<file path="src/rtl/simd_pkg.sv">
package simd_pkg;
    localparam int SLICE_W = 8;
    localparam int SLICE_N = 8;

    typedef enum logic [1:0] {
        LANE_8  = 2'b00,
        LANE_16 = 2'b01,
        LANE_32 = 2'b10,
        LANE_64 = 2'b11
    } lane_mode_e;
endpackage

</file>
<file path="src/rtl/simd_lane_map.sv">
module simd_lane_map
    import simd_pkg::*;
#(
    parameter int N  = SLICE_N,
    localparam int IW = $clog2(N)
) (
    input  logic [1:0]            mode,
    output logic [N-1:0]          first_slice,
    output logic [N-1:0]          last_slice,
    output logic [N-1:0][IW-1:0]  top_idx
);
    logic [IW-1:0] span_m1;

    always_comb begin
        span_m1 = IW'((1 << mode) - 1);
        for (int i = 0; i < N; i++) begin
            first_slice[i] = ((IW'(i) & span_m1) == '0);
            last_slice[i]  = ((IW'(i) & span_m1) == span_m1);
            top_idx[i]     = IW'(i) | span_m1;
        end
    end
endmodule

</file>
<file path="src/rtl/simd_slice_add.sv">
module simd_slice_add #(
    parameter int W = 8
) (
    input  logic [W-1:0] a,
    input  logic [W-1:0] b,
    input  logic         invert,
    input  logic         cin,
    output logic [W-1:0] sum,
    output logic         cout
);
    always_comb begin
        {cout, sum} = {1'b0, a} + {1'b0, b ^ {W{invert}}} + {{W{1'b0}}, cin};
    end
endmodule

</file>
<file path="src/rtl/simd_sat_fix.sv">
module simd_sat_fix #(
    parameter int W = 8
) (
    input  logic [W-1:0] raw,
    input  logic         is_top,
    input  logic         lane_ovf,
    input  logic         lane_sat,
    input  logic         lane_signed,
    input  logic         lane_sub,
    input  logic         lane_a_sign,
    output logic [W-1:0] out
);
    logic fill;

    always_comb begin
        fill = lane_signed ? ~lane_a_sign : ~lane_sub;
        if (lane_ovf && lane_sat) begin
            if (lane_signed && is_top) out = {lane_a_sign, {(W-1){~lane_a_sign}}};
            else                       out = {W{fill}};
        end else begin
            out = raw;
        end
    end
endmodule

</file>
<file path="src/rtl/simd_sat_adder.sv">
module simd_sat_adder
    import simd_pkg::*;
#(
    parameter int W = SLICE_W,
    parameter int N = SLICE_N,
    localparam int IW = $clog2(N),
    localparam int DW = W * N
) (
    input  logic [DW-1:0] a_in,
    input  logic [DW-1:0] b_in,
    input  logic [1:0]    lane_mode,
    input  logic [N-1:0]  sub_sel,
    input  logic [N-1:0]  signed_sel,
    input  logic [N-1:0]  sat_sel,
    output logic [DW-1:0] sum_out,
    output logic [N-1:0]  ovf_out
);
    logic [N-1:0]          first_slice, last_slice;
    logic [N-1:0][IW-1:0]  top_idx;
    logic [N-1:0]          l_sub, l_sgn, l_sat;
    logic [N-1:0]          cin, cout, top_ovf;
    logic [N-1:0][W-1:0]   raw;

    simd_lane_map #(.N(N)) u_map (
        .mode        (lane_mode),
        .first_slice (first_slice),
        .last_slice  (last_slice),
        .top_idx     (top_idx)
    );

    always_comb begin
        for (int i = 0; i < N; i++) begin
            l_sub[i] = sub_sel[top_idx[i]];
            l_sgn[i] = signed_sel[top_idx[i]];
            l_sat[i] = sat_sel[top_idx[i]];
        end
    end

    genvar g;
    generate
        for (g = 0; g < N; g++) begin : g_slice
            logic as, bs, rs, sov, uov;
            if (g == 0) begin : g_c0
                assign cin[g] = l_sub[g];
            end else begin : g_cn
                assign cin[g] = first_slice[g] ? l_sub[g] : cout[g-1];
            end

            simd_slice_add #(.W(W)) u_add (
                .a      (a_in[g*W +: W]),
                .b      (b_in[g*W +: W]),
                .invert (l_sub[g]),
                .cin    (cin[g]),
                .sum    (raw[g]),
                .cout   (cout[g])
            );

            assign as  = a_in[g*W + W - 1];
            assign bs  = b_in[g*W + W - 1];
            assign rs  = raw[g][W-1];
            assign sov = l_sub[g] ? ((as != bs) && (rs != as)) : ((as == bs) && (rs != as));
            assign uov = l_sub[g] ? ~cout[g] : cout[g];
            assign top_ovf[g] = last_slice[g] & (l_sgn[g] ? sov : uov);
            assign ovf_out[g] = top_ovf[g];

            simd_sat_fix #(.W(W)) u_fix (
                .raw         (raw[g]),
                .is_top      (last_slice[g]),
                .lane_ovf    (top_ovf[top_idx[g]]),
                .lane_sat    (l_sat[g]),
                .lane_signed (l_sgn[g]),
                .lane_sub    (l_sub[g]),
                .lane_a_sign (a_in[top_idx[g]*W + W - 1]),
                .out         (sum_out[g*W +: W])
            );
        end
    endgenerate
endmodule

</file>
<file path="config.mk">
export PLATFORM = sky130hd
export DESIGN_NAME = simd_sat_adder
export DESIGN_NICKNAME = d
export VERILOG_FILES = /design/src/rtl/simd_pkg.sv /design/src/rtl/simd_lane_map.sv /design/src/rtl/simd_slice_add.sv /design/src/rtl/simd_sat_fix.sv /design/src/rtl/simd_sat_adder.sv
export SDC_FILE = /design/constraint.sdc
export NUM_CORES = 1
export LEC_CHECK = 0
export BUFFER_PORTS_ARGS = -buffer_cell sky130_fd_sc_hd__buf_2
export CAP_MARGIN = 20
export CORE_ASPECT_RATIO = 0.8
export CORE_MARGIN = 4
export CORE_UTILIZATION = 45
export DETAILED_ROUTE_END_ITERATION = 12
export GPL_ROUTABILITY_DRIVEN = 0
export PLACE_DENSITY = 0.81
export SLEW_MARGIN = 20
export SYNTH_ARGS = -nofsm -noshare
export SYNTH_HDL_FRONTEND = slang
export SYNTH_SLANG_ARGS = --single-unit
</file>
<file path="constraint.sdc">
create_clock -name vclk -period 25
set_input_delay 5 -clock vclk [all_inputs]
set_output_delay 5 -clock vclk [all_outputs]
set_load 0.01 [all_outputs]
</file>
==> run summary, run 1 <==
outcome: complete, no violations
worst slew pin tran: 0.715 ns
Final Max Slew Viols: 0
final-report hold violation count: 0
Hold EP: ovf_out[6]
CP Launch Type: input pin
CP top delay family: adder cells
critical path required time: 20.00 ns
core area: 11600 sq um
clock buf count: 0
fraction of layout cells with a size suffix above 1: 33.6%
DRT Wirelength: 17000 microns
num ports: 226
PortBufs: 226
Max Freq: 41.6 MHz
Critical Path End Type: output port
Setup violations, final: 0
worst hold path type: input pin to output port
Iter 0 DRT Violations: 297
area of the multi-input gates: 5240 sq um
Final HPWL DP: 14200 microns
Die W: 131 microns
Detailed Routing Iterations Pass 1: 5
area growth from synthesis to final layout: 27.0%
Synth Instances: 695
Buf+Inv Stages, Crit Path: 2
most area-consuming cells after synthesis: ha_1 (13%), mux2i_1 (10%), xnor2_1 (9.4%)
Seq cells: 0
largest family of logic cells by synthesized area: compound AO/OA/AOI/OAI gates
syn nets: 920
register area share after synthesis: 0%
fillcell total: 1096
Hold Slack: 10.44 ns
Power Density: 46.3 nW/um^2
critical path's largest stage delay: 0.59 ns
final worst path period need: 24.06 ns
Vias: 5974
mux contribution to synthesized area: 18.2%
DR WL/cell: 15.9 microns
Avg Cell Area, Syn: 7.81 sq um
synth unique cells: 74
crit-path max FO: 8
area share of the largest cell type after synthesis: 12.9%
simple-gate share of the synthesized area: 17.6%
Setup TNS: 0 ns
largest area contributor in the netlist: ha_1
Synth Area in Adders: 18.4%
XOR/XNOR Fraction of Synth Area: 16.9%
Final #Nets: 1148
commonest cells in the netlist: o21ai_0 (60), xnor2_1 (58), ha_1 (56), mux2i_1 (56), xor2_1 (45)
worst hold stages: 4
Die H: 106 microns
yosys warns: 0
DRC violations left: 0
# hold bufs at CTS: 0
maximum vdd drop: 27.1 uV
Die Footprint: 13900 sq um
Max-Slew Margin vs Limit: 51.4%
Pleak: 3.42 nW
cell row count: 35
grt total ovfl: 0
Period Utilization, post-route: 96.2%
most frequent CP cell: fa_1
initial core utilization: 46.6%
kind of critical path: input pin to output port
initial antenna violation count: 1
Seq. cell area: 0 sq um
number of max-cap violations: 0
Critical Path AT: 19.06 ns
post-route ant nets: 0
vias per std cell: 5.58
GRT Total Usage: 22.6%
most numerous cell in the Yosys netlist: o21ai_0
vias in the first global route: 5568
largest net degree at the start of global routing: 48
min-delay src: signed_sel[6]
CP max-delay cell: mux4_2
Netlist Area Pre-Place: 5430 sq um
Synth Area in Compound Gates: 23.8%
global-route wire length before repair: 26500 microns
## cell usage in the layout, fill, tap and decap left out, drive strengths merged, types with 4 or more instances in the layout
| master | n |
|---|---|
| o31a | 6 |
| a21o | 15 |
| mux2 | 19 |
| a211oi | 11 |
| or2 | 4 |
| and2 | 6 |
| o211ai | 7 |
| or4 | 4 |
| nand3 | 7 |
| o21ai | 61 |
| nor2 | 34 |
| and3 | 8 |
| mux2i | 62 |
| nor4 | 4 |
| ha | 56 |
| o21a | 11 |
| inv | 41 |
| o2111ai | 5 |
| xor2 | 46 |
| nor3 | 15 |
| o31ai | 10 |
| a31oi | 5 |
| buf | 248 |
| nor2b | 17 |
| nand4 | 4 |
| fa | 15 |
| mux4 | 4 |
| xnor2 | 58 |
| nand2b | 20 |
| a21oi | 32 |
| nand2 | 44 |
## cells by family after synthesis
kind of cell    after synthesis
compound gates              191
simple gates                181
xor+xnor                    104
mux                          85
fa+ha+maj                    71
buf+inv                      63
## how the worst max path moves through the flow
stage	from	end	depth (start not counted)
after floorplan	sub_sel[7]	sum_out[23]	62
after global routing	sub_sel[7]	sum_out[15]	65
after CTS	sub_sel[7]	sum_out[23]	63
after global placement	sub_sel[7]	sum_out[55]	62
after detailed placement	sub_sel[7]	sum_out[55]	62
final	sub_sel[7]	sum_out[15]	63
## routing by layer
layer | vias up | GRT usage, % | routed length, microns
li1 | 3004 | - | -
met1 | 2705 | 32.5 | 7680
met2 | 249 | 37.5 | 7880
met3 | 16 | 3.01 | 1290
met4 | 0 | 1.69 | 186
met5 | - | 0 | 0
## repair_timing
action	in CTS	in global routing
setup buffers	2	11
setup endpoints to repair	50	65
pin swaps	1	13
gates resized for setup	4	24
## cell type report
type               instances  share of cell area, %
multi-input cells        632                   76.0
repair buffers           248                   19.0
well taps                148                   2.68
inverters                 41                   2.23
diodes                     1                 0.0363
## report_power, final
part	leakage [nW]	internal, W	total, W	switching [W]
Sequential	0	0	0	0
Clock	0.00000634	0.00000000000534	0.00000000000535	0
Combinational	3.42	0.000148	0.000319	0.000171
## through the flow
step	cell area [sq um]	setup slack (ns)	instances	total power, W	util [%]
6_report	6900	0.939	1070	0.000319	59.2
2_1_floorplan	5430	1.49	695	0.000210	-
4_1_cts	6720	0.0766	1058	0.000307	57.7
5_1_grt	6900	-0.0505	1070	0.000353	59.2
3_3_place_gp	6690	0.196	1056	0.000300	57.4
3_5_place_dp	6690	-0.270	1056	0.000303	57.4
No activity file was read; power rests on OpenSTA's default activity.
==> inputs of run 2 (changes only) <==
clock period = 28.5 ns   (was 25 ns; I/O delays follow)
==> run 2 against run 1 <==
Compared with the run above: wire length decreased by 3.4%; die area is the same; critical path depth stayed put; via count down 3.2%; final area decreased by 3.4%; global-route usage is 0.61 points lower; highest routed layer unchanged.
==> run summary, run 2 (synthesis gave the netlist of run 1 again) <==
Critical Path End Type: output port
GRT Total Usage: 22.0%
Max Freq: 37.0 MHz
area growth from synthesis to final layout: 22.7%
DRC violations left: 0
Critical Path AT: 21.33 ns
largest net degree at the start of global routing: 48
Die Footprint: 13900 sq um
vias per std cell: 5.49
CP max-delay cell: mux4_2
PortBufs: 226
Die H: 106 microns
core area: 11600 sq um
Final #Nets: 1131
Iter 0 DRT Violations: 275
# hold bufs at CTS: 0
Final Max Slew Viols: 0
number of max-cap violations: 0
worst hold stages: 4
Final Non-Filler Cells: 1053
maximum vdd drop: 25.4 uV
post-route ant nets: 0
unrepaired setup endpoints after global routing: no
Power Density: 40.0 nW/um^2
num ports: 226
vias in the first global route: 5515
cell row count: 35
grt total ovfl: 0
Setup violations, final: 0
most common cell after layout, fill and taps aside: buf_2
critical path required time: 22.80 ns
Placed Instances: 1052
Hold EP: ovf_out[6]
Seq cells: 0
crit-path max FO: 19
outcome: complete, no violations
final worst path period need: 27.03 ns
initial core utilization: 46.6%
clock buf count: 0
Pleak: 3.32 nW
fraction of layout cells with a size suffix above 1: 30.0%
worst hold path type: input pin to output port
Vias: 5781
Max-Slew Margin vs Limit: 48.4%
global-route wire length before repair: 25900 microns
# Post-CTS Setup Buffers: 0
Seq. cell area: 0 sq um
initial antenna violation count: 1
CP Launch Type: input pin
final-report hold violation count: 0
min-delay src: signed_sel[6]
most frequent CP cell: fa_1
critical path's largest stage delay: 0.65 ns
post-cts repair resize count: 0
Period Utilization, post-route: 94.8%
DR WL/cell: 15.6 microns
worst slew pin tran: 0.759 ns
Final HPWL DP: 14100 microns
DRT Wirelength: 16500 microns
Setup TNS: 0 ns
most frequent cells in the layout: buf_2 (226), o21ai_0 (60), xnor2_1 (58), mux2i_1 (56), ha_1 (56)
Detailed Routing Iterations Pass 1: 5
Die W: 131 microns
kind of critical path: input pin to output port
==> run 2: metal layers <==
layer  track usage (%)  vias to the layer above  wire, microns
li1                  -                     2968              -
met1              30.8                     2620           7520
met2              37.7                      185           7670
met3              2.66                        8           1150
met4              1.54                        0            105
met5                 0                        -              0
==> run 2: critical path, delay by kind of cell <==
kind	cells	cell delay, ns
AND/OR/NAND/NOR	13	1.86
XOR/XNOR	1	0.20
AO/OA/AOI/OAI	25	4.83
adder cells (fa/ha/maj)	14	5.93
buffers and inverters	3	0.46
multiplexers	7	2.34
==> run 2: area by class of cell <==
class | instances | area (sq um)
multi-input cells | 632 | 5150
fillers | 1139 | 4980
repair buffers | 231 | 1170
diodes | 1 | 2.50
well taps | 148 | 185
inverters | 41 | 154
==> run 2: worst max-delay path by stage <==
stage                     startpoint     endpoint  cells after the start
after floorplan           sub_sel[7]  sum_out[23]                     62
after global placement    sub_sel[7]  sum_out[55]                     63
after detailed placement  sub_sel[7]  sum_out[55]                     63
after CTS                 sub_sel[7]  sum_out[55]                     63
after global routing      sub_sel[7]  sum_out[23]                     63
final                     sub_sel[7]  sum_out[23]                     63
==> run 2: through the flow <==
stage               total power, W  setup slack (ns)  cell area [sq um]  hold slack [ns]  utilization [%]
global placement          0.000262              2.04               6660            11.83             57.2
detailed placement        0.000265              1.43               6660            11.84             57.2
CTS                       0.000267              1.43               6660            11.84             57.2
global route              0.000295             0.316               6660            11.88             57.2
finish                    0.000267              1.47               6660            11.85             57.2
floorplan                 0.000184              3.59               5430            11.56                -
==> run 2: power by group <==
group	internal, W	total [W]	leakage, nW	switching [W]
clock network	0.00000000000469	0.00000000000469	0.00000634	0
logic	0.000121	0.000267	3.32	0.000145
registers	0	0	0	0
==> inputs of run 3 (changes only) <==
--- a/config.mk
+++ b/config.mk
@@ -14,3 +14,3 @@
 export GPL_ROUTABILITY_DRIVEN = 0
-export PLACE_DENSITY = 0.81
+export PLACE_DENSITY = 0.84
 export SLEW_MARGIN = 20
==> constraint.sdc (replaced) <==
create_clock -name vclk -period 34.9
set_input_delay 6.98 -clock vclk [all_inputs]
set_output_delay 6.98 -clock vclk [all_outputs]
set_load 0.005 [all_outputs]
==> run 3 against run 2 <==
Compared with the run above: final area down 0.15%; wire length increased by 0.49%; sequential cell count is the same; combinational power decreased by 23%; setup slack better by 3.7 ns; hold slack better by 2.5 ns; utilization shrank 0.086 points; via count grew 1.1%; largest cell class unchanged; critical path type unchanged; non-clock buffer count fell by 1; critical endpoint is now sum_out[55]; final cell count fell by 0.19%; global-route usage grew 0.093 points.
==> run summary, run 3 (synthesis gave the netlist of run 1 again) <==
outcome: complete, no violations
Detailed Routing Iterations Pass 1: 4
initial antenna violation count: 0
Pleak: 3.31 nW
clock buf count: 0
CP max-delay cell: mux4_2
post-cts repair resize count: 0
worst slew pin tran: 0.725 ns
Seq. cell area: 0 sq um
Placed Area: 6650 sq um
Die H: 106 microns
Max-Slew Margin vs Limit: 50.7%
Critical Path AT: 22.79 ns
PortBufs: 226
# hold bufs at CTS: 0
Max Freq: 33.6 MHz
DR WL/cell: 15.7 microns
GRT Total Usage: 22.1%
most frequent CP cell: fa_1
Setup violations, final: 0
# Post-CTS Setup Buffers: 0
Die W: 131 microns
Final #Nets: 1130
most common cell after layout, fill and taps aside: buf_2
cell row count: 35
core area: 11600 sq um
total power draw: 0.000206 W
n_diodes: 0
vias per std cell: 5.56
Die Footprint: 13900 sq um
worst hold path type: input pin to output port
post-route ant nets: 0
critical path required time: 27.92 ns
maximum vdd drop: 16.9 uV
global-route wire length before repair: 26100 microns
DRT Wirelength: 16500 microns
final-report hold violation count: 0
Final HPWL DP: 14100 microns
Iter 0 DRT Violations: 301
number of max-cap violations: 0
Critical Path End Type: output port
DRC violations left: 0
largest net degree at the start of global routing: 49
Final Max Slew Viols: 0
Setup TNS: 0 ns
grt total ovfl: 0
fin area: 6650 sq um
fillcell total: 1129
num ports: 226
initial core utilization: 46.6%
Final Core Density: 57.1%
unrepaired setup endpoints after global routing: no
critical path's largest stage delay: 0.72 ns
most frequent cells in the layout: buf_2 (226), o21ai_0 (60), xnor2_1 (58), mux2i_1 (56), ha_1 (56)
fraction of layout cells with a size suffix above 1: 29.9%
final worst path period need: 29.77 ns
Hold Slack: 14.38 ns
area growth from synthesis to final layout: 22.5%
Period Utilization, post-route: 85.3%
CP Launch Type: input pin
Vias: 5845
Seq cells: 0
crit-path max FO: 29
kind of critical path: input pin to output port
Power Density: 30.9 nW/um^2
vias in the first global route: 5603
-- run 3: path summary, 6_finish.rpt --
check	startpoint	to	slack (ns)	cells after the start
min	signed_sel[6]	ovf_out[6]	14.38	4
max	lane_mode[0]	sum_out[55]	5.13	63
-- run 3: layer usage --
layer	GRT usage, %	vias up	routed length [microns]
li1	-	2964	-
met1	30.7	2682	7680
met2	38.3	181	7720
met3	2.21	18	939
met4	1.91	0	187
met5	0	-	0
-- run 3: report_power, final --
| part | internal [W] | switching [W] |
|---|---|---|
| clock network | 0 | 0 |
| logic | 0.0000985 | 0.000107 |
| registers | 0 | 0 |
-- run 3: worst max-delay path: cells and delay by family --
| kind | cells | cell delay, ns |
|---|---|---|
| AND/OR/NAND/NOR | 12 | 1.73 |
| XOR/XNOR | 1 | 0.20 |
| AO/OA/AOI/OAI | 26 | 4.96 |
| adder cells (fa/ha/maj) | 14 | 5.96 |
| buffers and inverters | 3 | 0.55 |
| multiplexers | 7 | 2.39 |
-- run 3: cell type report --
cell class	count	area (sq um)	share of cell area (%)
Multi-Input combinational cell	632	5150	77.5
Timing Repair Buffer	230	1160	17.5
Tap cell	148	185	2.78
Inverter	41	154	2.31
-- run 3: through the flow --
| stage | setup WS [ns] | cells |
|---|---|---|
| final | 5.13 | 1051 |
| after global routing | 3.97 | 1051 |
| after CTS | 5.06 | 1051 |
| after detailed placement | 5.11 | 1051 |
| after global placement | 5.65 | 1051 |
| after floorplan | 7.46 | 695 |
